==> src/rtl/narrow_pkg.sv <==
package narrow_pkg;

    localparam int SRC_W = 64;
    localparam int DST_W = 32;

    typedef enum logic [1:0] {
        CV_TRUNC = 2'd0,
        CV_SSAT  = 2'd1,
        CV_USAT  = 2'd2,
        CV_NONE  = 2'd3
    } conv_e;

    typedef struct packed {
        logic  legal;
        conv_e mode;
    } dec_t;

    function automatic logic [DST_W-1:0] sat_signed(input logic [SRC_W-1:0] x);
        logic [SRC_W-DST_W:0] top;
        top = x[SRC_W-1:DST_W-1];
        if (top == '0 || top == '1)
            return x[DST_W-1:0];
        else if (x[SRC_W-1])
            return {1'b1, {(DST_W-1){1'b0}}};
        else
            return {1'b0, {(DST_W-1){1'b1}}};
    endfunction

    function automatic logic [DST_W-1:0] sat_unsigned(input logic [SRC_W-1:0] x);
        if (|x[SRC_W-1:DST_W])
            return '1;
        else
            return x[DST_W-1:0];
    endfunction

    function automatic logic [DST_W-1:0] narrow(input conv_e m, input logic [SRC_W-1:0] x);
        case (m)
            CV_SSAT: return sat_signed(x);
            CV_USAT: return sat_unsigned(x);
            default: return x[DST_W-1:0];
        endcase
    endfunction

endpackage

==> src/rtl/narrow_decode.sv <==
module narrow_decode
    import narrow_pkg::*;
#(
    parameter int LANES = 8
) (
    input  logic [7:0]       opcode,
    input  logic [1:0]       vsel,
    input  logic [3:0]       reg_spec,
    output dec_t             dec,
    output logic [LANES-1:0] active
);
    conv_e      mode;
    logic [4:0] n_lanes;

    always_comb begin
        case (opcode)
            8'h35:   mode = CV_TRUNC;
            8'h25:   mode = CV_SSAT;
            8'h15:   mode = CV_USAT;
            default: mode = CV_NONE;
        endcase
        dec.mode  = mode;
        dec.legal = (mode != CV_NONE) && (reg_spec == 4'hF) && (vsel != 2'd3);
        n_lanes   = 5'd2 << vsel;
    end

    for (genvar j = 0; j < LANES; j++) begin : g_act
        assign active[j] = (5'(j) < n_lanes);
    end
endmodule

==> src/rtl/narrow_lane.sv <==
module narrow_lane
    import narrow_pkg::*;
(
    input  conv_e            mode,
    input  logic             legal,
    input  logic             active,
    input  logic             take,
    input  logic             zero_sel,
    input  logic             to_mem,
    input  logic [SRC_W-1:0] x,
    input  logic [DST_W-1:0] old,
    output logic [DST_W-1:0] word,
    output logic             wr
);
    always_comb begin
        wr   = 1'b0;
        word = old;
        if (legal) begin
            if (active) begin
                if (take) begin
                    word = narrow(mode, x);
                    wr   = 1'b1;
                end else if (zero_sel) begin
                    word = '0;
                end
            end else if (!to_mem) begin
                word = '0;
            end
        end
    end
endmodule

==> src/rtl/narrow_conv_unit.sv <==
module narrow_conv_unit
    import narrow_pkg::*;
#(
    parameter int LANES = 8,
    parameter int MAXVL = 512,
    localparam int SRC_ALL = LANES * SRC_W,
    localparam int LOW_W   = LANES * DST_W,
    localparam int UPPER_W = MAXVL - LOW_W
) (
    input  logic               clk,
    input  logic               rst,
    input  logic               in_valid,
    input  logic [7:0]         opcode,
    input  logic [1:0]         vsel,
    input  logic [3:0]         reg_spec,
    input  logic [SRC_ALL-1:0] src,
    input  logic [MAXVL-1:0]   old_dst,
    input  logic [LANES-1:0]   mask,
    input  logic               mask_en,
    input  logic               zero_mask,
    input  logic               dst_mem,
    output logic               out_valid,
    output logic [MAXVL-1:0]   out_data,
    output logic [LANES-1:0]   out_wren,
    output logic               out_illegal
);
    dec_t             dec;
    logic [LANES-1:0] active;
    logic [MAXVL-1:0] nxt_data;
    logic [LANES-1:0] nxt_wren;
    logic             zero_sel;

    assign zero_sel = zero_mask && !dst_mem;

    narrow_decode #(.LANES(LANES)) u_dec (
        .opcode   (opcode),
        .vsel     (vsel),
        .reg_spec (reg_spec),
        .dec      (dec),
        .active   (active)
    );

    for (genvar j = 0; j < LANES; j++) begin : g_lane
        narrow_lane u_lane (
            .mode     (dec.mode),
            .legal    (dec.legal),
            .active   (active[j]),
            .take     (!mask_en || mask[j]),
            .zero_sel (zero_sel),
            .to_mem   (dst_mem),
            .x        (src[j*SRC_W +: SRC_W]),
            .old      (old_dst[j*DST_W +: DST_W]),
            .word     (nxt_data[j*DST_W +: DST_W]),
            .wr       (nxt_wren[j])
        );
    end

    if (UPPER_W > 0) begin : g_upper
        assign nxt_data[MAXVL-1:LOW_W] =
            (dec.legal && !dst_mem) ? '0 : old_dst[MAXVL-1:LOW_W];
    end

    always_ff @(posedge clk) begin
        if (rst) begin
            out_valid   <= 1'b0;
            out_data    <= '0;
            out_wren    <= '0;
            out_illegal <= 1'b0;
        end else begin
            out_valid <= in_valid;
            if (in_valid) begin
                out_data    <= nxt_data;
                out_wren    <= nxt_wren;
                out_illegal <= !dec.legal;
            end
        end
    end
endmodule

==> config.mk <==
export PLATFORM = sky130hd
export DESIGN_NAME = narrow_conv_unit
export DESIGN_NICKNAME = d
export VERILOG_FILES = /design/src/rtl/narrow_pkg.sv /design/src/rtl/narrow_decode.sv /design/src/rtl/narrow_lane.sv /design/src/rtl/narrow_conv_unit.sv
export SDC_FILE = /design/constraint.sdc
export NUM_CORES = 2
export LEC_CHECK = 0
export CAP_MARGIN = 20
export CORE_AREA = 5 5 619 621
export CTS_CLUSTER_DIAMETER = 80
export DETAILED_ROUTE_END_ITERATION = 7
export DIE_AREA = 0 0 624 626
export GPL_TIMING_DRIVEN = 0
export HOLD_SLACK_MARGIN = 0.02
export PLACE_DENSITY_LB_ADDON = 0.15
export SYNTH_ARGS = -nofsm -noshare
export SYNTH_HDL_FRONTEND = slang
export SYNTH_SLANG_ARGS = --single-unit
==> constraint.sdc <==
create_clock -name clk -period 3.21 [get_ports clk]
set_input_delay 0.321 -clock clk [delete_from_list [all_inputs] [get_ports clk]]
set_output_delay 0.321 -clock clk [all_outputs]
set_load 0.005 [all_outputs]
==> results.txt <==
CORE AREA -> 377,000 um2
Worst skew pair latency -> 0.77 ns
WHS -> 0.112 ns
Yosys top cell area share -> 0.407
Status -> finished clean
Syn_area_per_cell -> 7.86 um2
Synthesized Nets -> 4,320
Root Driver -> clkbuf_16
Initial antenna violation count -> 160
Drt drc -> 0
Hold Path Class -> in2reg
Met3 Wirelength -> 21.3 mm
DR iter-0 viols -> 1,922
CTS Sinks -> 522
Ys Warns -> 0
Row count -> 226
Met1 WL -> 114 mm
HPWL after DPL -> 265 mm
Share of cells above drive strength 1 -> 0.0876
H-Tree Depth -> 3
Boundary Pins -> 1,574
Critical path peak fanout -> 10
CTS Buf Count -> 95
Ys async rst share -> 0
Final Max Tran Viols -> 0
DR WL met2 -> 164 mm
Finish-stage setup viols -> 0
Post-layout net count -> 6,113
RSZ-0062 raised after global routing -> false
Seq/Total Area, Yosys -> 0.407
Antenna-violating nets left -> 0
Arr. time, crit path -> 3.89 ns
First-pass GRT wire length -> 389 mm
DIE HEIGHT -> 626 um
Layout fillers -> 43,200
Yosys cell types -> 61
Final Hold Fails -> 0
Post-synth top area cell -> dfxtp_1
DR WL/cell -> 30.3 um
Overall Global Routing Usage -> 0.150
Synthesized area -> 25,700 um2
Pin count of the biggest net entering global routing -> 15
Ys flop type -> dfxtp_1
Grt total ovfl -> 0
CTS Buffer Depth -> 4
Die area -> 391,000 um2
Starting Density -> 0.0680
Top sig layer -> met5
Number of synthesized register bits -> 522
Drt pass-1 iters -> 8
Critical path launch point type -> input pin
Most common cell after layout, fill and taps aside -> clkdlybuf4s50_1
Most frequent cells in the layout -> 1,560 x clkdlybuf4s50_1, 556 x nor2_1, 522 x dfxtp_1, 292 x nand2_1, 257 x a22oi_1
Pwr Density -> 420 nW/um2
Pre-CTS WS -> -2.82 ns
Area contributors post-synth -> dfxtp_1 41%, nor2_1 8.3%, a22oi_1 7.5%
Leakage power -> 18.6 nW
Worst vdd ir -> 0.000374 V
Max cap viols -> 0
Synth-to-layout area growth -> 107%
EDFF count, synth -> 0
Detailed Route WL -> 309 mm
Slew headroom -> 0.310
Syn Inst Count -> 3,265
Crit share post-route -> 0.991
Worst-margin pin slew -> 1.04 ns
Max Clock Skew -> 0 ns
Worst Path Required -> 3.92 ns
Port Buffers -> 1,571
CP Capture Type -> flip-flop
CTS tree -> done
Fin crit period -> 3.18 ns
Crit Path Class -> in2reg
Via Count -> 34,800
Clock-pin slew on the worst setup and hold paths -> 0.06 ns
Final WS setup -> 0.0289 ns
Placer Congestion -> 0.857
DR vias/cell -> 3.42
Fmax -> 0.314 GHz
Vias in the first global route -> 35,700
Die Span X -> 624 um
-- what timing repair did --
item	4_1_cts	5_1_grt
hold endpoints to repair	55	0
pin swaps	15	13
gates resized for setup	143	55
gates cloned	0	1
buffers inserted	22	7
hold buffers	55	0
endpoints found under the setup margin	515	213
-- power by group --
group,switching (W),internal [W]
Clock,0.00407,0.00648
Sequential,0.000271,0.00689
Combinational,0.00218,0.00241
-- cell families (layout without fill, tap and decap cells) --
group / after synthesis / count (layout) / share of synthesized area
other: 0 / 41 / 0
and+or+nand+nor: 1257 / 1257 / 0.222
muxes: 2 / 2 / 0.000780
DFF: 522 / 522 / 0.407
adders and majority gates: 3 / 3 / 0.00146
buffers and inverters: 363 / 2221 / 0.0568
AOI/OAI and AO/OA: 1118 / 1118 / 0.312
-- per-stage QoR --
step	total power, W	instances	utilization	TNS, ns	cell area [um2]
6_report	0.0223	10200	0.141	0	53100
5_1_grt	0.0234	10200	0.141	0	53000
4_1_cts	0.0230	10100	0.140	0	52800
3_5_place_dp	0.0119	9899	0.129	-938.79	48500
3_3_place_gp	0.0119	9852	0.126	-1500.09	47700
2_1_floorplan	0.00835	3265	-	0	25700
-- worst max-delay path, cell delays in order --
cell,delay [ns]
clkdlybuf4s50_1,0.67
nand4_1,0.53
or4_4,0.79
nor4_4,0.41
a21oi_1,0.15
a211o_4,0.42
buf_6,0.17
o211a_1,0.23
a211oi_2,0.17
-- layer usage --
layer / vias to the layer above / track usage
met3: 405 / 0.0409
met4: 64 / 0.0376
met2: 1569 / 0.287
met5: - / 0
li1: 15600 / -
met1: 17200 / 0.162
-- registers in the layout, summed over array words and instances (netlist names) --
register,cells
out_data,512
out_wren,8
out_illegal,1
out_valid,1
-- synthesized netlist by cell type, types with 4 or more instances --
library cell and n:
nor2b_1 4, and2_1 62, a22oi_1 257, or4_1 10
a211oi_1 112, a21oi_1 202, and3_1 11, nand2_1 303
buf_2 9, nand2b_1 30, nor2_1 564, a211oi_2 60
nand3b_1 7, o211ai_1 8, a21o_1 26, o21ai_0 241
a31oi_1 10, dfxtp_1 522, o211a_1 63, nor3_1 37
or3_1 63, o2bb2ai_1 9, nor4_1 71, a311oi_2 10
buf_6 10, a211o_1 4, inv_1 61, buf_1 10
a311oi_1 64, nand3_1 22, clkbuf_1 270, nand4_1 65
o21bai_1 4, a221oi_1 24
-- worst paths after layout --
kind / startpoint / to / slack, ns / cells past startpoint
max reg2reg: out_data[246] / out_data[246] / 2.17 / 4
min: old_dst[38] / out_data[38] / 0.11 / 3
min reg2reg: out_data[191] / out_data[191] / 0.48 / 2
max: src[447] / out_data[217] / 0.03 / 9
-- area by class of cell --
class | instances | area, um2 | area share
clock buffers | 135 | 2720 | 0.0512
flip-flops and latches | 522 | 10500 | 0.197
plain buffers | 294 | 1380 | 0.0259
inverters | 62 | 243 | 0.00457
diodes | 41 | 103 | 0.00193
well taps | 5016 | 6280 | 0.118
repair buffers | 1703 | 17400 | 0.327
multi-input cells | 2380 | 14200 | 0.267
clock inverters | 27 | 388 | 0.00730
No activity file was read; power rests on OpenSTA's default activity.
